### src/rtl/rx_err_policy.sv
module rx_err_policy #(
  parameter int ERR_LEN = 24
) (
  input  logic       clk,
  input  logic       rst_n,
  input  logic       is_bcast,
  input  logic       full_listen,
  input  logic       cfg_stop_on_rise,
  input  logic       cfg_rise_errbit,
  input  logic       cfg_long_errbit,
  input  logic       cfg_bcast_quiet,
  input  logic       ev_rise,
  input  logic       ev_short,
  input  logic       ev_long,
  input  logic [2:0] flag_clr,
  output logic       rx_abort,
  output logic       err_drive,
  output logic [2:0] err_flags
);
  localparam int CW = $clog2(ERR_LEN + 1);

  logic          want_rise, want_short, want_long, want_err, abort_now;
  logic [CW-1:0] cnt;

  // broadcast frames: quiet bit overrides the per-error enables
  assign want_rise  = is_bcast ? (!cfg_bcast_quiet && cfg_stop_on_rise)
                               : (cfg_stop_on_rise && cfg_rise_errbit);
  assign want_long  = is_bcast ? !cfg_bcast_quiet : cfg_long_errbit;
  assign want_short = !(is_bcast && (full_listen || cfg_bcast_quiet));

  assign want_err  = (ev_rise && want_rise) || (ev_short && want_short) ||
                     (ev_long && want_long);
  assign abort_now = ev_short || ev_long || (ev_rise && cfg_stop_on_rise);

  assign err_drive = (cnt != '0);

  always_ff @(posedge clk or negedge rst_n) begin
    if (!rst_n) begin
      cnt       <= '0;
      rx_abort  <= 1'b0;
      err_flags <= 3'b000;
    end else begin
      rx_abort  <= abort_now;
      err_flags <= (err_flags & ~flag_clr) | {ev_long, ev_short, ev_rise};
      if (cnt != '0)
        cnt <= cnt - 1'b1;
      else if (want_err)
        cnt <= CW'(ERR_LEN);
    end
  end
endmodule

### config.mk
export PLATFORM = sky130hd
export DESIGN_NAME = rx_err_policy
export DESIGN_NICKNAME = d
export VERILOG_FILES = /design/src/rtl/rx_err_policy.sv
export SDC_FILE = /design/constraint.sdc
export NUM_CORES = 1
export LEC_CHECK = 0
export CAP_MARGIN = 20
export CORE_MARGIN = 4
export CORE_UTILIZATION = 32
export CTS_BUF_LIST = sky130_fd_sc_hd__clkbuf_4 sky130_fd_sc_hd__clkbuf_8 sky130_fd_sc_hd__clkbuf_16
export CTS_CLUSTER_SIZE = 40
export DETAILED_ROUTE_END_ITERATION = 8
export HOLD_SLACK_MARGIN = 0.02
export PLACE_DENSITY_LB_ADDON = 0.15
export SLEW_MARGIN = 20
export SYNTH_ARGS = -nofsm -noshare
export SYNTH_HDL_FRONTEND = slang
export SYNTH_SLANG_ARGS = --single-unit
### constraint.sdc
create_clock -name clk -period 1.6 [get_ports clk]
set_input_delay 0.24 -clock clk [delete_from_list [all_inputs] [get_ports clk]]
set_output_delay 0.24 -clock clk [all_outputs]
set_load 0.005 [all_outputs]
Word-level counts from Yosys, hierarchy flattened:

Index checks and enable logic that the tools add are counted.

* add/sub/neg operators: 1
* mux-type cells: 4
* bitwise logic cells: 3
* reductions and logical operators: 16

Operators with widths (number)
* 2-to-1 mux 5 bit: 2
* logical AND 1 bit: 7
* logical OR 1 bit: 5
* nonzero test 5 bit: 1
* subtractor 5 x 1 -> 5 bit, second input constant: 1
* bitwise AND 3 bit: 1
* NOT 3 bit: 1
* bitwise OR 3 bit: 1
* logical NOT 1 bit: 2
* 2-to-1 mux 1 bit: 2
* nonzero test 2 bit: 1

* flip-flop bits (word level): 9
* input port bits: 14
* output and inout port bits: 5
* logic and storage cells: 27

Depth between registers and ports, before layout:

* depth after elaboration: 8
* gate-level depth with buffers: 7
* mapped depth without buffers: 7

Worst setup path before layout:

Ideal clock, no wire load.

* path type: register to output
* start point: register cnt[0]
* end point: output err_drive
* data arrival time: 1200 ps
* setup slack: 160 ps
* stages on the path, launching flop included: 6
* path buffers: 0
* path through: dfrtp_1 > inv_1 > ha_1 > or3b_4 > nor2_8 > inv_2

* longest elaborated chain between the ends: 1

Ends and longest elaborated chain
* start: declaration: line 23 `logic [CW-1:0] cnt;`
* start signal: assignment: line 46 `cnt <= cnt - 1'b1;`
* start signal: assignment: line 48 `cnt <= CW'(ERR_LEN);`
* nonzero test 5 bit: line 35 `assign err_drive = (cnt != '0);`
* end: declaration: line 17 `output logic err_drive,`

Every way passes these cells.

Final worst setup path:

Same ends and word-level chain as after synthesis.

==> results.py <==
metrics = {
    "sta": {
        "worst_slack_ns": -0.164,
        "post-route-min-period_ns": 1.76,
        "whs_ns": 0.269,
        "drv_slew": 0,
        "skew_ns": 0.00195,
        "clock.fmax_ghz": 0.567,
        "worst_slew_pin_slew_ns": 0.387,
        "fin_crit_sh": 1.10,
        "hold_viol": 0,
        "setup_violations": 1,
        "slew_headroom": 0.741,
        "rsz0062_at_grt": "true",
    },
    "placed_design": {
        "io_buffers": 18,
        "dp_cells": 86,
        "dpl.hpwl_um": 796,
        "gp_congestion": 0.722,
        "placed_area_um2": 726,
    },
    "detailed_routing": {
        "viasPerCell": 4.58,
        "drc": 0,
        "wire_per_inst_um": 11.4,
        "route.vias.total": 426,
        "wl_mm": 1.06,
        "drt-pass1-iter-count": 1,
        "drt-initial-drc-count": 0,
        "drtAntennaViolNets": 0,
    },
    "grt": {
        "grt_usage": 0.111,
        "first_global_vias": 385,
        "grt_max_degree": 10,
        "grt_pass1_wl_mm": 1.59,
        "antenna_found_initial": 0,
        "grt_overflow": 0,
    },
    "floorplan": {
        "dieHeight_um": 45.9,
        "die_w_um": 45.9,
        "rows": 13,
        "die_area_mm2": 0.00210,
        "start_util": 0.344,
        "core_area_mm2": 0.00133,
        "io-pin-count": 19,
    },
    "clock_tree": {
        "postCtsHoldBufs": 0,
        "h-tree-depth": 1,
        "cts_tree": "done",
        "clockBufferDepth": 2,
        "cts_buffers": 3,
        "cts.sinks": 9,
        "clk_transition_reported_paths_ns": 0.06,
        "clock_latency_ns": 0.26,
        "root_buffer": "clkbuf_4",
    },
    "setup_path": {
        "endpoint_kind": "primary output",
        "startpoint_type": "flip-flop",
        "worstPathRequired_ns": 1.36,
        "cp.arrival_ns": 1.52,
        "critPathKind": "flip-flop to primary output",
        "crit_fanout": 2,
    },
    "hold_path": {
        "hp-class": "input pin to async pin",
    },
    "yosys": {
        "yosysSeqAreaShare": 0.490,
        "synth_cells": 44,
        "synth_cell_types": 21,
        "avgSynthCellArea_um2": 10.4,
        "ys_warn_count": 0,
        "ys_seq_elements": 9,
        "synth_nets": 59,
        "synth_area_um2": 459,
    },
    "cells_and_area": {
        "seqCellArea_um2": 225,
        "syn_to_final_growth_pct": 73.0,
        "design_area_um2": 795,
        "diodes": 0,
        "layout_common_cells": "clkdlybuf4s50_1 (17), buf_4 (11), dfrtp_1 (9)",
        "final.fill_count": 126,
        "drive_gt1_frac": 0.359,
        "final_cells": 93,
        "finalNetCount": 94,
        "multi_input_area_um2": 225,
        "final_common_cell": "clkdlybuf4s50_1",
    },
    "power_and_ir_drop": {
        "ir_worst_vdd_mv": 0.805,
        "power.total_mw": 1.11,
        "power_density_mw_per_mm2": 1400,
        "p_leak_nw": 0.374,
    },
    "job": {
        "max_cap_violations": 0,
    },
    "run_status": {
        "status": "finished with violations",
        "violations": "setup timing",
    },
}
timing repair:
item / in CTS / in global routing
gates resized for setup: 8 / 3
buffers inserted: 2 / 1
endpoints found under the setup margin: 1 / 1
pin swaps: 2 / 1
area by class of cell:
cell class | count | area share
Tap cell | 15 | 0.0236
Inverter | 7 | 0.0331
Multi-Input combinational cell | 28 | 0.283
Timing Repair Buffer | 30 | 0.339
Sequential cell | 9 | 0.283
Clock buffer | 4 | 0.0378
power by group:
part / total, mW / switching [mW] / internal (mW)
clock: 0.186 / 0.0738 / 0.113
sequential: 0.359 / 0.0565 / 0.303
combinational: 0.568 / 0.220 / 0.348
total: 1.11 / 0.350 / 0.764
layer usage:
| layer | vias to the layer above | routed length (um) | GRT usage |
|---|---|---|---|
| met4 | 0 | 0 | 0.0341 |
| met3 | 0 | 104 | 0.0791 |
| met1 | 195 | 431 | 0.131 |
| li1 | 218 | - | - |
| met5 | - | 0 | 0 |
| met2 | 13 | 524 | 0.159 |
worst max-delay path, stage by stage, from the launching register on:
cell and delay (ns):
dfrtp_1 0.39, inv_2 0.09, ha_4 0.12, or3b_4 0.41, nor2_8 0.10, inv_2 0.04, buf_2 0.11
registers in the layout (all words and copies together), names as in the netlist:
signal / flops
rx_abort: 1
cnt: 5
err_flags: 3
stage by stage:
step	utilization	setup TNS, ns	setup slack, ns
finish	0.596	-0.164	-0.164
global route	0.596	-0.242	-0.214
CTS	0.583	-0.173	-0.173
detailed placement	0.544	-0.214	-0.211
global placement	0.544	-0.202	-0.192
floorplan	-	0	0.160
final timing paths:
| check | from | endpoint | slack (ns) | depth (start not counted) |
|---|---|---|---|---|
| worst max-delay path | cnt[0]$_DFFE_PN0P_ | err_drive | -0.16 | 6 |
| worst min-delay path | rst_n | cnt[2]$_DFFE_PN0P_ | 0.27 | 1 |
| worst max register to register | cnt[0]$_DFFE_PN0P_ | cnt[3]$_DFFE_PN0P_ | 0.02 | 8 |
| worst min register to register | err_flags[1]$_DFF_PN0_ | err_flags[1]$_DFF_PN0_ | 0.47 | 1 |
| max in group asynchronous | rst_n | cnt[0]$_DFFE_PN0P_ | 1.06 | 1 |
| min in group clk | err_flags[1]$_DFF_PN0_ | err_flags[1]$_DFF_PN0_ | 0.47 | 1 |
cells by family (layout without fill, tap and decap cells):
kind of cell | count (synthesis) | in the layout | synth area share
compound gates | 13 | 13 | 0.218
simple gates | 11 | 11 | 0.147
flops | 9 | 9 | 0.490
buf+inv | 7 | 41 | 0.0572
xor+xnor | 2 | 2 | 0.0382
fa+ha+maj | 1 | 1 | 0.0272
mux | 1 | 1 | 0.0218
synthesized netlist by cell type:
cell / number / area [um^2]
a22o_1: 1 / 8.76
a211o_1: 1 / 8.76
nor2_8: 1 / 20.0
o21ai_0: 1 / 5.00
or3b_4: 1 / 11.3
nor2_1: 3 / 11.3
nor3_1: 2 / 10.0
a21o_1: 3 / 22.5
xnor2_1: 1 / 8.76
dfrtp_1: 9 / 225
a21boi_1: 1 / 7.51
xor2_1: 1 / 8.76
o21ai_2: 2 / 17.5
o22ai_2: 1 / 12.5
a22oi_1: 1 / 7.51
ha_1: 1 / 12.5
inv_1: 6 / 22.5
a21oi_1: 2 / 10.0
mux2i_1: 1 / 10.0
nand2_1: 4 / 15.0
inv_2: 1 / 3.75
(Power assumes the default switching activity.)
